$ cat src/rtl/ownaddr_pkg.sv
package ownaddr_pkg;
  localparam int ADDR7_W  = 7;
  localparam int ADDR10_W = 10;
  localparam int MASK_W   = 3;
  localparam int BYTE_W   = 8;
  localparam logic [4:0] HDR10 = 5'b11110;

  // control -> datapath strobes
  typedef struct packed {
    logic clear;
    logic loadFirst;
    logic loadSecond;
  } dpStrobe_t;

  // datapath -> control compare results
  typedef struct packed {
    logic firstFull;
    logic firstHdr;
    logic secondHit;
  } cmpRes_t;

  typedef enum logic [2:0] {
    ST_IDLE, ST_WAITCLK, ST_ADDR1, ST_ADDR2, ST_WAKEHOLD
  } ctlState_t;
endpackage

$ cat src/rtl/ownaddr_dp.sv
module ownaddr_dp
  import ownaddr_pkg::*;
#(
  parameter int FILT_W = 4
) (
  input  logic                clk,
  input  logic                rstN,
  input  dpStrobe_t           strb,
  input  logic [BYTE_W-1:0]   addrByte,
  input  logic                oa1En,
  input  logic                oa1Mode10,
  input  logic [ADDR10_W-1:0] oa1Addr,
  input  logic                oa2En,
  input  logic [ADDR7_W-1:0]  oa2Addr,
  input  logic [MASK_W-1:0]   oa2Mask,
  input  logic                wakeEn,
  input  logic [FILT_W-1:0]   filtCfg,
  output cmpRes_t             cmp,
  output logic                addrMatch,
  output logic [1:0]          matchSlot,
  output logic                ackOut,
  output logic [FILT_W-1:0]   filtEff
);
  localparam logic [MASK_W-1:0]  MASK_ALL = {MASK_W{1'b1}};
  localparam logic [ADDR7_W-1:0] ONES7    = {ADDR7_W{1'b1}};

  logic [ADDR7_W-1:0] rxAddr;
  logic [ADDR7_W-1:0] careMask;
  logic hit1Seven, hit2, hdrHit, lowHit, reservedAddr, maskedHit;

  assign rxAddr       = addrByte[BYTE_W-1:1];
  assign careMask     = ONES7 << oa2Mask;
  assign maskedHit    = ((rxAddr ^ oa2Addr) & careMask) == '0;
  assign reservedAddr = (rxAddr[ADDR7_W-1 -: 4] == 4'b0000) ||
                        (rxAddr[ADDR7_W-1 -: 4] == 4'b1111);

  assign hit1Seven = oa1En && !oa1Mode10 && (rxAddr == oa1Addr[ADDR7_W-1:0]);
  assign hit2      = oa2En && ((oa2Mask == MASK_ALL) ? !reservedAddr : maskedHit);
  assign hdrHit    = oa1En && oa1Mode10 && (addrByte[7:3] == HDR10) &&
                     (addrByte[2:1] == oa1Addr[ADDR10_W-1 -: 2]);
  assign lowHit    = oa1En && oa1Mode10 && (addrByte == oa1Addr[BYTE_W-1:0]);

  always_comb begin
    cmp.firstFull = hit1Seven || hit2;
    cmp.firstHdr  = hdrHit && !(hit1Seven || hit2);
    cmp.secondHit = lowHit;
  end

  always_ff @(posedge clk or negedge rstN) begin
    if (!rstN) begin
      addrMatch <= 1'b0;
      matchSlot <= 2'b00;
      ackOut    <= 1'b0;
    end else if (strb.clear) begin
      addrMatch <= 1'b0;
      matchSlot <= 2'b00;
      ackOut    <= 1'b0;
    end else if (strb.loadFirst) begin
      addrMatch <= hit1Seven || hit2;
      matchSlot <= hit1Seven ? 2'b01 : (hit2 ? 2'b10 : 2'b00);
      ackOut    <= hit1Seven || hit2 || hdrHit;
    end else if (strb.loadSecond) begin
      addrMatch <= lowHit;
      matchSlot <= lowHit ? 2'b01 : 2'b00;
      ackOut    <= lowHit;
    end
  end

  assign filtEff = wakeEn ? '0 : filtCfg;


  strobe_excl_chk: assert property (@(posedge clk) disable iff (!rstN)
    $onehot0({strb.clear, strb.loadFirst, strb.loadSecond}));

  slot_consistent_chk: assert property (@(posedge clk) disable iff (!rstN)
    $onehot0(matchSlot) && (addrMatch == (matchSlot != 2'b00)));

  start_clears_chk: assert property (@(posedge clk) disable iff (!rstN)
    strb.clear |=> !addrMatch && !ackOut);
endmodule

$ cat src/rtl/ownaddr_ctl.sv
module ownaddr_ctl
  import ownaddr_pkg::*;
(
  input  logic      clk,
  input  logic      rstN,
  input  logic      startDet,
  input  logic      addrStb,
  input  logic      sleepMode,
  input  logic      wakeEn,
  input  logic      stretchEn,
  input  logic      clkReady,
  input  logic      wakeAck,
  input  cmpRes_t   cmp,
  input  logic      addrMatch,
  output dpStrobe_t strb,
  output logic      clkReq,
  output logic      sclHold,
  output logic      wakeIrq
);
  ctlState_t state, stateNext;
  logic wakeFlow, wakeArm;

  assign wakeArm = sleepMode && wakeEn && stretchEn;

  always_comb begin
    stateNext = state;
    strb      = '0;
    unique case (state)
      ST_IDLE, ST_ADDR1, ST_ADDR2: begin
        if (startDet) begin
          strb.clear = 1'b1;
          stateNext  = wakeArm ? ST_WAITCLK : ST_ADDR1;
        end else if (addrStb && state == ST_ADDR1) begin
          strb.loadFirst = 1'b1;
          if (cmp.firstFull)     stateNext = wakeFlow ? ST_WAKEHOLD : ST_IDLE;
          else if (cmp.firstHdr) stateNext = ST_ADDR2;
          else                   stateNext = ST_IDLE;
        end else if (addrStb && state == ST_ADDR2) begin
          strb.loadSecond = 1'b1;
          stateNext = (cmp.secondHit && wakeFlow) ? ST_WAKEHOLD : ST_IDLE;
        end
      end
      ST_WAITCLK:  if (clkReady) stateNext = ST_ADDR1;
      ST_WAKEHOLD: if (wakeAck)  stateNext = ST_IDLE;
      default:     stateNext = ST_IDLE;
    endcase
  end

  always_ff @(posedge clk or negedge rstN) begin
    if (!rstN) begin
      state    <= ST_IDLE;
      wakeFlow <= 1'b0;
    end else begin
      state <= stateNext;
      if (strb.clear) wakeFlow <= wakeArm;
    end
  end

  assign clkReq  = wakeFlow && (state != ST_IDLE);
  assign sclHold = (state == ST_WAITCLK) || (state == ST_WAKEHOLD);
  assign wakeIrq = (state == ST_WAKEHOLD);


  clk_wait_chk: assert property (@(posedge clk) disable iff (!rstN)
    (state == ST_WAITCLK && !clkReady) |=> sclHold && clkReq);

  wake_hold_chk: assert property (@(posedge clk) disable iff (!rstN)
    (wakeIrq && !wakeAck) |=> wakeIrq && sclHold);

  irq_needs_match_chk: assert property (@(posedge clk) disable iff (!rstN)
    wakeIrq |-> addrMatch);

  no_wake_quiet_chk: assert property (@(posedge clk) disable iff (!rstN)
    !wakeFlow |-> !clkReq && !wakeIrq);
endmodule

$ cat src/rtl/ownaddr_top.sv
module ownaddr_top
  import ownaddr_pkg::*;
#(
  parameter int FILT_W = 4
) (
  input  logic              clk,
  input  logic              rstN,
  input  logic              startDet,
  input  logic              addrStb,
  input  logic [7:0]        addrByte,
  input  logic              oa1En,
  input  logic              oa1Mode10,
  input  logic [9:0]        oa1Addr,
  input  logic              oa2En,
  input  logic [6:0]        oa2Addr,
  input  logic [2:0]        oa2Mask,
  input  logic              sleepMode,
  input  logic              wakeEn,
  input  logic              stretchEn,
  input  logic              clkReady,
  input  logic              wakeAck,
  input  logic [FILT_W-1:0] filtCfg,
  output logic [FILT_W-1:0] filtEff,
  output logic              addrMatch,
  output logic [1:0]        matchSlot,
  output logic              ackOut,
  output logic              clkReq,
  output logic              sclHold,
  output logic              wakeIrq
);
  dpStrobe_t strb;
  cmpRes_t   cmp;

  ownaddr_dp #(.FILT_W(FILT_W)) u_dp (
    .clk(clk), .rstN(rstN), .strb(strb), .addrByte(addrByte),
    .oa1En(oa1En), .oa1Mode10(oa1Mode10), .oa1Addr(oa1Addr),
    .oa2En(oa2En), .oa2Addr(oa2Addr), .oa2Mask(oa2Mask),
    .wakeEn(wakeEn), .filtCfg(filtCfg), .cmp(cmp),
    .addrMatch(addrMatch), .matchSlot(matchSlot), .ackOut(ackOut),
    .filtEff(filtEff)
  );

  ownaddr_ctl u_ctl (
    .clk(clk), .rstN(rstN), .startDet(startDet), .addrStb(addrStb),
    .sleepMode(sleepMode), .wakeEn(wakeEn), .stretchEn(stretchEn),
    .clkReady(clkReady), .wakeAck(wakeAck), .cmp(cmp),
    .addrMatch(addrMatch), .strb(strb), .clkReq(clkReq),
    .sclHold(sclHold), .wakeIrq(wakeIrq)
  );
endmodule

$ cat config.mk
export PLATFORM = sky130hd
export DESIGN_NAME = ownaddr_top
export DESIGN_NICKNAME = d
export VERILOG_FILES = /design/src/rtl/ownaddr_pkg.sv /design/src/rtl/ownaddr_dp.sv /design/src/rtl/ownaddr_ctl.sv /design/src/rtl/ownaddr_top.sv
export SDC_FILE = /design/constraint.sdc
export NUM_CORES = 1
export LEC_CHECK = 0
export ABC_AREA = 1
export ABC_CLOCK_PERIOD_IN_PS = 2000
export BUFFER_PORTS_ARGS = -buffer_cell sky130_fd_sc_hd__buf_2
export CAP_MARGIN = 10
export CORE_MARGIN = 1
export CORE_UTILIZATION = 46
export DETAILED_ROUTE_END_ITERATION = 7
export MAX_ROUTING_LAYER = met4
export PLACE_DENSITY = 0.83
export SYNTH_ARGS = -nofsm -noshare
export SYNTH_HDL_FRONTEND = slang
export SYNTH_SLANG_ARGS = --single-unit
$ cat constraint.sdc
create_clock -name clk -period 2 [get_ports clk]
set_clock_uncertainty 0.2 [all_clocks]
set_input_delay 0.3 -clock clk [delete_from_list [all_inputs] [get_ports clk]]
set_output_delay 0.3 -clock clk [all_outputs]
set_load 0.1 [all_outputs]
; Word level (Yosys, flattened, before mapping)
; Cells that the tools add are included.
[op_classes]
eq_ne = 13
shift = 1
muxes = 30
n_bitwise = 2
n_reduce_logical = 28
[op_table]
columns = op, count
row1 = 3-bit two-way mux, 9
row2 = 2-bit two-way mux, 8
row3 = 1-bit logical AND, 14
row4 = 1-bit two-way mux, 11
row5 = 3-bit case mux with 3 select lines, 1
row6 = 8-bit equality test, 1
row7 = 7-bit bitwise AND, 1
row8 = 7-bit equality test, 1
row9 = 7-bit zero test, 1
row10 = "7-bit by 3-bit left shift with 7-bit output, first input constant", 1
row11 = 7-bit XOR, 1
row12 = "3-bit by 2-bit equality test with 1-bit output, second input constant", 2
row13 = "3-bit equality test, second input constant", 2
row14 = 3-bit nonzero test, 2
row15 = "5-bit equality test, second input constant", 1
row16 = "4-bit equality test, second input constant", 1
row17 = 4-bit zero test, 1
row18 = 1-bit logical OR, 4
row19 = 4-bit two-way mux, 1
row20 = "2-bit != test, second input constant", 2
row21 = "4-bit by 2-bit != test with 1-bit output, second input constant", 1
row22 = "3-bit by 1-bit equality test with 1-bit output, second input constant", 1
row23 = 1-bit zero test, 3
row24 = 3-bit zero test, 1
row25 = other kinds (3), 3
[word_totals]
reg_bits = 8
input_bits = 44
out_inout_bits = 11
elab_cells = 79

; Longest topological paths before layout
; Gate-level depths: netlist of run 1.
[depth]
depth_word = 13
ltp_mapped = 11

; By module
; Synthesis of run 1 repeated with hierarchy kept, for this count alone.
[hier_totals]
hier_cells = 225
area_unflattened_um2 = 1147.4
[by_module_without_submodules]
columns = mod, instances, cells_each, area_per_inst_um2
row1 = ownaddr_dp, 1, 166, 800.8
row2 = ownaddr_ctl, 1, 59, 346.6

; Worst setup path after synthesis of run 1
; OpenSTA, ideal clock, no wires.
[synth_path]
path_kind = register to output
from = reg u_ctl.state[0]
to = out sclHold
t_arrival_ns = 2.336
slack_ns = -0.836
path_stages_with_launch = 3
path_buffers = 0
cell_sequence = dfrtp_1 > nor3_2 > or2_2
[synth_between]
elab_chain_cells = 2
[synth_rtl]
columns = element, line
row1 = "start, declared", ownaddr_ctl.sv:20  ; ctlState_t state, stateNext;
row2 = "start signal, assigned", ownaddr_ctl.sv:54  ; state <= stateNext;
row3 = 3-bit equality test, --
row4 = named net wakeIrq, ownaddr_top.sv:29  ; output logic wakeIrq
row5 = 1-bit logical OR, ownaddr_ctl.sv:60  ; assign sclHold = (state == ST_WAITCLK) || (state == ST_WAKEHOLD);
row6 = "end, declared", ownaddr_top.sv:28  ; output logic sclHold,
; The timed path passes the listed nets, and every way through them passes these cells.

; Final worst setup path of run 1
[layout_path]
from = reg u_ctl.state[0]
to = out sclHold
[layout_between]
elab_chain_cells = 2
[layout_rtl]
columns = element, line
row1 = 3-bit by 1-bit equality test with 1-bit output or 3-bit equality test (tied branches), ownaddr_ctl.sv:60
row2 = 1-bit logical OR *, ownaddr_ctl.sv:60
; Mark *: on every way between the ends. The rest lies on a longest branch, timed or not.

==> results of run 1 <==
## sequential cells by signal (all words and copies together) (netlist names)
signal	flops
u_ctl.state	3
u_ctl.wakeFlow	1
u_dp.matchSlot	2
u_dp.ackOut	1
u_dp.addrMatch	1
## where the power goes
| group | total (W) | leakage (nW) | internal, W | switching [W] |
|---|---|---|---|---|
| sequential | 0.000187 | 0.108 | 0.000172 | 0.0000154 |
| combinational | 0.000302 | 0.827 | 0.000100 | 0.000201 |
| clock | 0.000134 | 0.0138 | 0.0000693 | 0.0000646 |
| total | 0.000623 | 0.948 | 0.000341 | 0.000281 |
## synthesized netlist by cell type, drive strengths merged
master / number / area, um^2
nand3: 15 / 90.09
nor2: 32 / 142.6
o31ai: 1 / 7.510
xor2: 4 / 35.03
clkinv: 1 / 3.750
nor3: 2 / 15.01
dfrtp: 8 / 200.2
or2: 1 / 6.260
xnor2: 3 / 26.28
a21oi: 4 / 20.02
nand3b: 1 / 7.510
a21boi: 1 / 7.510
o311ai: 1 / 16.27
inv: 41 / 153.9
nand4: 2 / 12.51
o21ai: 3 / 15.01
nand2: 86 / 332.8
## cells by family after synthesis
family                 Yosys count
AO/OA/AOI/OAI                   10
XOR/XNOR                         7
buffers and inverters           42
flip-flops                       8
AND/OR/NAND/NOR                139
## metal layers
layer / global-route usage [%] / part of all wire, % / vias up
li1: - / - / 735
met1: 27.67 / 44 / 588
met2: 43.56 / 52 / 36
met3: 3.939 / 4.0 / 0
met4: 1.852 / 0 / 0
met5: - / 0 / -
## repair_timing
item                       4_1_cts  5_1_grt
setup endpoints to repair        1        1
hold buffers                     1        0
gates resized for setup          2        1
hold endpoints to repair         8        0
pin swaps                        0        0
## area by class of cell
type	instances	area (um^2)
clock buffer	3	22.52
fill	238	779.5
inverter	42	157.7
multi-input combinational	156	754.5
sequential	8	201.4
tap	28	35.03
timing repair buffer	55	282.8
## path summary, 6_finish.rpt
check	endpoint	slack, ps	cells after the start
max in group asynchronous	u_ctl.state[1]$_DFFE_PN0P_	1200	2
worst max register to register	u_ctl.state[2]$_DFFE_PN0P_	430	8
worst min-delay path	u_ctl.state[2]$_DFFE_PN0P_	120	4
min in group asynchronous	u_dp.matchSlot[1]$_DFFE_PN0P_	220	2
worst max-delay path	sclHold	50	4
worst min register to register	u_dp.addrMatch$_DFFE_PN0P_	290	2
## worst max-delay path, delay by kind of cell (launching register included)
kind,cells,cell delay [ps]
simple gates,3,490
flops,1,460
buf+inv,1,230
## metrics by stage
step	hold slack, ps	power, W	TNS, ps	instances
2_1_floorplan	-195.6	0.0003882	-663.6	206
3_3_place_gp	-52.99	0.0004824	0	288
3_5_place_dp	-43.44	0.0004876	0	288
4_1_cts	124.3	0.0006251	0	292
5_1_grt	165.1	0.0006657	0	292
6_report	122.5	0.0006226	0	292
==> results by group, run 1 <==
GRT
  • Initial antenna violation count: 0
  • Vias in the first global route: 1219
  • GRT Residual Overflow: 0
  • First-pass GRT wire length: 4.629 mm
  • GR Util All Layers: 23.63%
  • Largest net degree at the start of global routing: 9

Floorplanning
  • CORE AREA: 2233 um^2
  • Initial standard-cell utilization of the core: 48.91%
  • Vertical die dimension: 50.73 um
  • Core Rows: 17
  • Area enclosed by the die boundary: 2574 um^2
  • Boundary Pins: 55
  • X dimension of the die: 50.73 um

Synth
  • Number of storage elements in the synthesis netlist: 8
  • Main combinational cell family by area after synthesis: simple AND/OR/NAND/NOR gates
  • Cell count after synthesis: 206
  • Share of the yosys chip area belonging to registers: 18.33%
  • Mean instance size in the synthesized netlist: 5.302 um^2
  • Xor/xnor cell area share of the yosys netlist: 5.613%
  • Area share of and/or/nand/nor cells after synthesis: 55.56%
  • Post-synthesis share of cell area spent on full adders, half adders and majority gates: 0%
  • Fraction of synthesized area in multiplexers: 0%
  • Post-Synthesis Net Count: 250
  • Synth Cell Area: 1092 um^2
  • Synthesized-area fraction occupied by ao, oa, aoi and oai cells: 6.071%
  • Count of warnings emitted by yosys: 0
  • Post-synthesis cell type count: 24

Clock network
  • Number of buffers created by CTS: 3
  • CTS Buffer Depth: 2
  • TritonCTS Sinks: 8
  • H-tree Lvls: 1
  • Latest clock arrival within the worst-skew pair: 260 ps
  • Clock tree from TritonCTS: built
  • Root buffer cell: sky130_fd_sc_hd__clkbuf_4
  • Setup bufs post-CTS: 0
  • Post-CTS clock slew at the launch and capture registers of the worst setup and hold paths: 60 ps

Placed design
  • Placement-stage worst setup slack: 225.2 ps
  • RePlAce Congestion: 0.8053
  • Cell area after placement: 1418 um^2
  • HPWL after detailed placement: 2.360 mm
  • Port Buf Inserts: 54

Route
  • Via count: 1359
  • Violation count after the first detailed-route iteration: 39
  • Final WL: 2.733 mm
  • DRC violations left: 0
  • Count of TritonRoute iterations in the first routing pass: 4
  • WL per Instance: 9.360 um
  • Post-route ant nets: 0
  • Drt via density: 4.654

Worst setup path
  • CP endpoint kind: output port
  • Required time reported for the critical path endpoint: 1500 ps
  • Cell with the biggest individual delay on the critical path: sky130_fd_sc_hd__dfrtp_1
  • Critical register-to-register path startpoint: u_ctl.state[0]$_DFFE_PN0P_
  • Crit path max fanout: 5
  • Signal arrival time at the worst endpoint: 1450 ps
  • Crit path from: u_ctl.state[0]$_DFFE_PN0P_
  • Type of the setup path with the least slack: reg -> out
  • Ordered cell list for the critical path: nand2_2, nor2_1, or2_2, buf_4
  • Crit-path max cell delay: 460 ps
  • Kind of launch point of the worst setup path: flip-flop

Min path
  • Startpoint of the worst hold path: wakeAck
  • Classification of the worst-slack hold path: in -> reg

STA
  • Setup slack after layout: 46.80 ps
  • Minimum clock period after layout: 1953 ps
  • Least-Margin Pin Slew: 488.1 ps
  • Count of final max-slew check failures: 0
  • Maximum operating frequency: 0.5120 GHz
  • Number of setup violations in the final report: 0
  • Fin. Hold Viols: 0
  • Unrepaired setup endpoints after global routing: false
  • Portion of the clock cycle consumed by the worst path in the final layout: 97.66%
  • Relative slew slack: 67.68%

Finish
  • Share of the core filled with cells in the final layout: 65.10%
  • Net total in the final layout: 310
  • Syn-to-layout area delta: 33.10%
  • Share of post-route cells with drive strength above 1: 33.71%
  • Final non-filler cell area: 1454 um^2
  • Diode insertion count for antenna repair: 0
  • Commonest non-fill, non-tap cell in the layout: sky130_fd_sc_hd__nand2_1
  • Commonest cells after routing, fill and taps aside: sky130_fd_sc_hd__nand2_1 (82), sky130_fd_sc_hd__buf_2 (53), sky130_fd_sc_hd__inv_1 (32), sky130_fd_sc_hd__nor2_1 (21), sky130_fd_sc_hd__nand3_1 (12)

Job
  • Max-capacitance violation count: 0

Power and ir drop
  • Max IR drop VDD: 0.3659 mV
  • Pwr dens: 428.2 nW/um^2
  • Static Leakage: 0.9481 nW

Status
  • Result of the run: completed
Power figures use the tool's default switching activity.
==> run 2, diff against run 1 <==
--- a/config.mk
+++ b/config.mk
@@ -5,15 +5,15 @@
 export SDC_FILE = /design/constraint.sdc
 export NUM_CORES = 1
 export LEC_CHECK = 0
-export ABC_AREA = 1
+export ABC_AREA = 0
 export ABC_CLOCK_PERIOD_IN_PS = 2000
 export BUFFER_PORTS_ARGS = -buffer_cell sky130_fd_sc_hd__buf_2
 export CAP_MARGIN = 10
 export CORE_MARGIN = 1
-export CORE_UTILIZATION = 46
+export CORE_UTILIZATION = 44
 export DETAILED_ROUTE_END_ITERATION = 7
 export MAX_ROUTING_LAYER = met4
-export PLACE_DENSITY = 0.83
+export PLACE_DENSITY = 0.82
 export SYNTH_ARGS = -nofsm -noshare
 export SYNTH_HDL_FRONTEND = slang
 export SYNTH_SLANG_ARGS = --single-unit
==> run 2 against run 1 <==
Effect of this change:
- combinational power rose by 39%
- die area shrank 8.2%
- sequential cell count did not move
==> results by group, run 2 <==
Status
  • Result of the run: completed

Job
  • Max-capacitance violation count: 0

STA
  • Minimum clock period after layout: 1887 ps
  • Number of setup violations in the final report: 0
  • Total Negative Setup Slacks: 0 ps
  • Setup slack after layout: 112.7 ps
  • Unrepaired setup endpoints after global routing: false
  • Count of final max-slew check failures: 0
  • Least-Margin Pin Slew: 490.7 ps
  • Maximum operating frequency: 0.5299 GHz
  • Relative slew slack: 67.51%
  • Fin. Hold Viols: 0
  • Portion of the clock cycle consumed by the worst path in the final layout: 94.37%

Synth
  • Number of storage elements in the synthesis netlist: 8
  • Post-synthesis cell type count: 39
  • Cell with the most instances after synthesis: sky130_fd_sc_hd__xnor2_1
  • Post-Synthesis Net Count: 162
  • Mean instance size in the synthesized netlist: 8.101 um^2
  • Most area-hungry cell type in the Yosys netlist: sky130_fd_sc_hd__dfrtp_1
  • Cell count after synthesis: 118
  • Count of warnings emitted by yosys: 0
  • Synth Flop Type: sky130_fd_sc_hd__dfrtp_1
  • EDFF count, synth: 0
  • Share of the synthesized area in the top cell type: 20.94%
  • Synth Cell Area: 955.9 um^2
  • Cell types with the largest area share after synthesis: sky130_fd_sc_hd__dfrtp_1 (21%), sky130_fd_sc_hd__xnor2_1 (17%), sky130_fd_sc_hd__xor2_1 (5.5%)
  • Share of the yosys chip area belonging to registers: 20.94%
  • Share of flip-flops with an asynchronous set or reset after synthesis: 100.0%
  • Leading cell types by count after synthesis: sky130_fd_sc_hd__xnor2_1 (19), sky130_fd_sc_hd__nand2_1 (10), sky130_fd_sc_hd__dfrtp_1 (8)

Finish
  • Net total in the final layout: 219
  • Share of the core filled with cells in the final layout: 67.25%
  • Final cell count without fillers: 200
  • Commonest non-fill, non-tap cell in the layout: sky130_fd_sc_hd__buf_2
  • Share of post-route cells with drive strength above 1: 41.62%
  • Diode insertion count for antenna repair: 0
  • Commonest cells after routing, fill and taps aside: sky130_fd_sc_hd__buf_2 (51), sky130_fd_sc_hd__xnor2_1 (19), sky130_fd_sc_hd__nand2_1 (10), sky130_fd_sc_hd__dfrtp_1 (8)
  • Syn-to-layout area delta: 40.84%
  • Reg with most FFs: u_ctl.state
  • Max FFs per register: 3
  • Largest registers: u_ctl.state (3), u_dp.matchSlot (2)

Clock network
  • CTS Buffer Depth: 2
  • TritonCTS Sinks: 8
  • Root buffer cell: sky130_fd_sc_hd__clkbuf_4
  • Post-CTS clock slew at the launch and capture registers of the worst setup and hold paths: 60 ps
  • Clock tree from TritonCTS: built
  • Number of buffers created by CTS: 3
  • Latest clock arrival within the worst-skew pair: 250 ps
  • Setup bufs post-CTS: 0
  • H-tree Lvls: 1

Worst setup path
  • Crit path max fanout: 10
  • Required time reported for the critical path endpoint: 1500 ps
  • FF-to-FF path depth: 5
  • Type of the setup path with the least slack: reg -> out
  • Ordered cell list for the critical path: o31a_1, clkbuf_4
  • Cell with the biggest individual delay on the critical path: sky130_fd_sc_hd__dfrtp_1
  • Slack of the worst reg-to-reg path: 160 ps
  • Signal arrival time at the worst endpoint: 1390 ps
  • Crit-path max cell delay: 520 ps
  • Kind of launch point of the worst setup path: flip-flop
  • CP endpoint kind: output port

Route
  • DRC violations left: 0
  • WL per Instance: 11.90 um
  • Post-route ant nets: 0
  • Violation count after the first detailed-route iteration: 13
  • Via count: 1095
  • Count of TritonRoute iterations in the first routing pass: 5
  • Drt via density: 5.475
  • Final WL: 2.380 mm

Floorplanning
  • X dimension of the die: 48.61 um
  • CORE AREA: 2002 um^2
  • Initial standard-cell utilization of the core: 47.75%
  • Boundary Pins: 55
  • Vertical die dimension: 48.61 um
  • Core Rows: 16
  • Area enclosed by the die boundary: 2363 um^2

Placed design
  • Placement-stage worst setup slack: 183.3 ps
  • RePlAce Congestion: 0.8739
  • Cell Count Post-Placement: 196
  • HPWL after detailed placement: 2.027 mm
  • Port Buf Inserts: 54

Power and ir drop
  • Post-layout power: 0.0007618 W
  • Max IR drop VDD: 0.4141 mV
  • Static Leakage: 0.6048 nW
  • Pwr dens: 565.8 nW/um^2

GRT
  • GRT Residual Overflow: 0
  • GR Util All Layers: 22.89%
  • Initial antenna violation count: 0
  • Vias in the first global route: 1047
  • First-pass GRT wire length: 4.202 mm
  • Largest net degree at the start of global routing: 11

Min path
  • Classification of the worst-slack hold path: in -> reg
  • Hold Path Depth: 3
run 2: cell types whose count changed after synthesis, moves of 6 or more:
cell,before,now
sky130_fd_sc_hd__inv_1,33,1
sky130_fd_sc_hd__inv_2,8,0
sky130_fd_sc_hd__nand2_1,82,10
sky130_fd_sc_hd__nand3_1,12,5
sky130_fd_sc_hd__nor2_1,25,6
sky130_fd_sc_hd__nor2_2,6,0
sky130_fd_sc_hd__xnor2_1,3,19
run 2: path summary, 6_finish.rpt:
path,startpoint,endpoint
hold reg to reg,u_dp.matchSlot[0]$_DFFE_PN0P_,u_dp.matchSlot[0]$_DFFE_PN0P_
min in group asynchronous,rstN,u_ctl.wakeFlow$_DFFE_PN0P_
setup / recovery,u_ctl.state[1]$_DFFE_PN0P_,clkReq
max in group asynchronous,rstN,u_dp.ackOut$_DFFE_PN0P_
setup reg to reg,u_ctl.state[1]$_DFFE_PN0P_,u_ctl.state[0]$_DFFE_PN0P_
hold / removal,wakeAck,u_ctl.state[2]$_DFFE_PN0P_
run 2: metrics by stage:
stage / hold WS, ps / cell area [um^2]
floorplan: -195.6 / 984.7
global placement: -54.25 / 1311
detailed placement: -50.12 / 1311
CTS: 123.1 / 1344
global route: 140.4 / 1346
finish: 131.4 / 1346
run 2: power breakdown:
part	internal (W)	switching, W	total [W]	leakage [nW]
registers	0.000182	0.0000329	0.000215	0.107
logic	0.000142	0.000279	0.000421	0.484
clock network	0.0000688	0.0000569	0.000126	0.0138
run 2: what timing repair did:
item / in CTS / in global routing
setup endpoints to repair: 0 / 1
resized for setup: 0 / 1
hold buffers: 1 / 0
endpoints found under the hold margin: 8 / 0
run 2: metal layers:
| metal | up-vias | wire length, um | share of wire [%] | global-route usage [%] |
|---|---|---|---|---|
| met5 | - | 0 | 0 | - |
| met4 | 0 | 37 | 1.6 | 7.843 |
| met3 | 4 | 182 | 7.6 | 5.346 |
| met2 | 65 | 1179 | 50 | 38.66 |
| met1 | 484 | 980 | 41 | 26.45 |
| li1 | 542 | - | - | - |
run 2: final cells by class:
cell class	count	area, um^2
Sequential cell	8	200.2
Tap cell	27	33.78
Clock buffer	3	22.52
Fill cell	166	655.6
Multi-Input combinational cell	104	758.2
Timing Repair Buffer	57	327.8
Inverter	1	3.754
run 2: cells by family after synthesis:
| family | after synthesis | synth area share [%] |
|---|---|---|
| flops | 8 | 20.94 |
| buf+inv | 6 | 2.748 |
| mux | 2 | 2.225 |
| xor+xnor | 25 | 22.91 |
| simple gates | 47 | 27.10 |
| compound gates | 30 | 24.09 |
run 2: worst max-delay path: cells and delay by family (launching register included):
kind            cells  cell delay (ps)
compound gates      1              330
buf+inv             1              280
flops               1              520
==> run 3, diff against run 2 <==
--- a/config.mk
+++ b/config.mk
@@ -14,6 +14,7 @@
 export DETAILED_ROUTE_END_ITERATION = 7
 export MAX_ROUTING_LAYER = met4
 export PLACE_DENSITY = 0.82
+export SETUP_SLACK_MARGIN = 0.15
 export SYNTH_ARGS = -nofsm -noshare
 export SYNTH_HDL_FRONTEND = slang
 export SYNTH_SLANG_ARGS = --single-unit
==> constraint.sdc (replaced) <==
create_clock -name clk -period 2 [get_ports clk]
set_clock_uncertainty 0.2 [all_clocks]
set_input_delay 0.2 -clock clk [delete_from_list [all_inputs] [get_ports clk]]
set_output_delay 0.2 -clock clk [all_outputs]
set_load 0.1 [all_outputs]
==> run 3 against run 2 <==
Effect of this change:
- global-route usage decreased by 0.82 points
- clock power about the same
- final area is 1.7% lower
- non-clock buffer count stayed put
- register-to-register slack gained 130 ps
- sequential power about the same
- via count shrank 3.3%
- worst setup slack gained 100 ps
- die area unchanged
- critical path type unchanged
- largest cell class unchanged
- highest routed layer unchanged
==> results by group, run 3 (synthesis results as in run 2) <==
STA
  • Number of setup violations in the final report: 0
  • Portion of the clock cycle consumed by the worst path in the final layout: 89.31%
  • Fin. Hold Viols: 0
  • Relative slew slack: 67.78%
  • Setup slack after layout: 213.8 ps
  • Maximum operating frequency: 0.5599 GHz
  • Total Negative Setup Slacks: 0 ps
  • Least-Margin Pin Slew: 486.6 ps
  • Unrepaired setup endpoints after global routing: false
  • Minimum clock period after layout: 1786 ps
  • Count of final max-slew check failures: 0

Worst setup path
  • Required time reported for the critical path endpoint: 1600 ps
  • Ordered cell list for the critical path: xnor2_1, nor2_4, buf_4
  • Crit path max fanout: 10
  • Cell with the biggest individual delay on the critical path: sky130_fd_sc_hd__dfrtp_1
  • Crit-path max cell delay: 570 ps
  • Signal arrival time at the worst endpoint: 1390 ps
  • Critical register-to-register path startpoint: u_ctl.state[2]$_DFFE_PN0P_
  • Kind of launch point of the worst setup path: flip-flop
  • Crit path from: u_ctl.state[0]$_DFFE_PN0P_
  • CP endpoint kind: output port
  • Critical path's top delay family: flip-flops
  • Buffers plus inverters on the worst setup path: 1
  • Type of the setup path with the least slack: reg -> out

Status
  • Result of the run: completed

Min path
  • Startpoint of the worst hold path: wakeAck
  • Classification of the worst-slack hold path: in -> reg

Route
  • WL met1: 1.044 mm
  • Top routing layer in use: met4
  • Length of routed met2 wiring: 1.197 mm
  • Violation count after the first detailed-route iteration: 19
  • Sum of met3 wire segment lengths after detailed routing: 118 um
  • WL per Instance: 12.01 um
  • Via count: 1059
  • Final WL: 2.401 mm
  • Drt via density: 5.295
  • Post-route ant nets: 0
  • DRC violations left: 0
  • Count of TritonRoute iterations in the first routing pass: 4

Floorplanning
  • Core Rows: 16
  • CORE AREA: 2002 um^2
  • Initial standard-cell utilization of the core: 47.75%
  • Boundary Pins: 55
  • Vertical die dimension: 48.61 um
  • Area enclosed by the die boundary: 2363 um^2
  • X dimension of the die: 48.61 um

Finish
  • Final non-filler cell area: 1324 um^2
  • Commonest non-fill, non-tap cell in the layout: sky130_fd_sc_hd__buf_2
  • Fill cell instance count of the final layout: 176
  • Reg with most FFs: u_ctl.state
  • Share of post-route cells with drive strength above 1: 42.77%
  • Net total in the final layout: 219
  • Share of the core filled with cells in the final layout: 66.13%
  • Diode insertion count for antenna repair: 0
  • Syn-to-layout area delta: 38.48%
  • Largest registers: u_ctl.state (3), u_dp.matchSlot (2)
  • Max FFs per register: 3
  • Commonest cells after routing, fill and taps aside: sky130_fd_sc_hd__buf_2 (51), sky130_fd_sc_hd__xnor2_1 (19), sky130_fd_sc_hd__nand2_1 (10)

Clock network
  • H-tree Lvls: 1
  • Number of buffers created by CTS: 3
  • Root buffer cell: sky130_fd_sc_hd__clkbuf_4
  • CTS Buffer Depth: 2
  • Clock tree from TritonCTS: built
  • Post-CTS clock slew at the launch and capture registers of the worst setup and hold paths: 60 ps
  • TritonCTS Sinks: 8
  • Latest clock arrival within the worst-skew pair: 260 ps

GRT
  • GR Util All Layers: 22.08%
  • Vias in the first global route: 1013
  • Largest net degree at the start of global routing: 14
  • Initial antenna violation count: 0
  • GRT Residual Overflow: 0
  • First-pass GRT wire length: 4.064 mm

Power and ir drop
  • Post-layout power: 0.0007621 W
  • Comb power frac: 54.9%
  • Switching power as a share of total power: 48.20%
  • Static Leakage: 0.5968 nW
  • Cell internal pwr: 0.0003948 W
  • Sequential power share: 28.4%
  • Part of the power in the clock network: 16.7%
  • Pwr dens: 575.7 nW/um^2
  • P_sw: 0.0003673 W
  • Max IR drop VDD: 0.5043 mV

Placed design
  • Placement-stage worst setup slack: 241.8 ps
  • Port Buf Inserts: 54
  • HPWL after detailed placement: 2.030 mm
  • RePlAce Congestion: 0.8809
  • Cell area after placement: 1274 um^2

Job
  • Max-capacitance violation count: 0
-- run 3: repair_timing --
action	CTS	global route
hold endpoints to repair	8	0
hold buffers	1	0
setup endpoints to repair	3	5
buffers inserted	0	1
resized for setup	3	2
-- run 3: worst reg2reg max path, cell delays in order (launching register included) --
cell and delay [ps]:
sky130_fd_sc_hd__dfrtp_2 490, sky130_fd_sc_hd__mux2_2 250, sky130_fd_sc_hd__nor2_1 30, sky130_fd_sc_hd__o21ai_0 330
sky130_fd_sc_hd__mux2i_1 220, sky130_fd_sc_hd__o21ai_1 80
-- run 3: path summary, 6_finish.rpt --
kind	endpoint	slack (ps)	cells after the start
max reg2reg	u_ctl.state[1]$_DFFE_PN0P_	290	5
max in group asynchronous	u_ctl.state[1]$_DFFE_PN0P_	1320	2
min	u_ctl.state[2]$_DFFE_PN0P_	20	3
max	sclHold	210	3
min in group asynchronous	u_ctl.wakeFlow$_DFFE_PN0P_	100	2
min reg2reg	u_dp.addrMatch$_DFFE_PN0P_	270	2
-- run 3: power by group through the flow --
stage / sequential (W) / clock (W) / combinational, W
3_5_place_dp: 0.000218 / 0 / 0.000411
2_1_floorplan: 0.000283 / 0 / 0.000237
6_report: 0.000217 / 0.000127 / 0.000418
3_3_place_gp: 0.000217 / 0 / 0.000405
5_1_grt: 0.000221 / 0.000138 / 0.000449
4_1_cts: 0.000215 / 0.000129 / 0.000415
-- run 3: routing by layer --
layer | up-vias | track usage, %
met1 | 473 | 26.06
met5 | - | -
met3 | 6 | 4.403
met2 | 41 | 36.81
met4 | 0 | 8.333
li1 | 539 | -
-- run 3: stage by stage --
| stage | cells | hold slack [ps] |
|---|---|---|
| after floorplan | 118 | -295.6 |
| final | 200 | 21.66 |
| after global routing | 200 | 44.37 |
| after detailed placement | 195 | -148.5 |
| after global placement | 195 | -151.6 |
| after CTS | 199 | 29.24 |
-- run 3: cell type report --
cell class	instances	area, um^2	area share (%)
well taps	27	33.78	2.552
inverters	1	3.754	0.2836
flip-flops and latches	8	202.7	15.31
repair buffers	57	302.8	22.87
clock buffers	3	22.52	1.701
multi-input cells	104	758.2	57.28
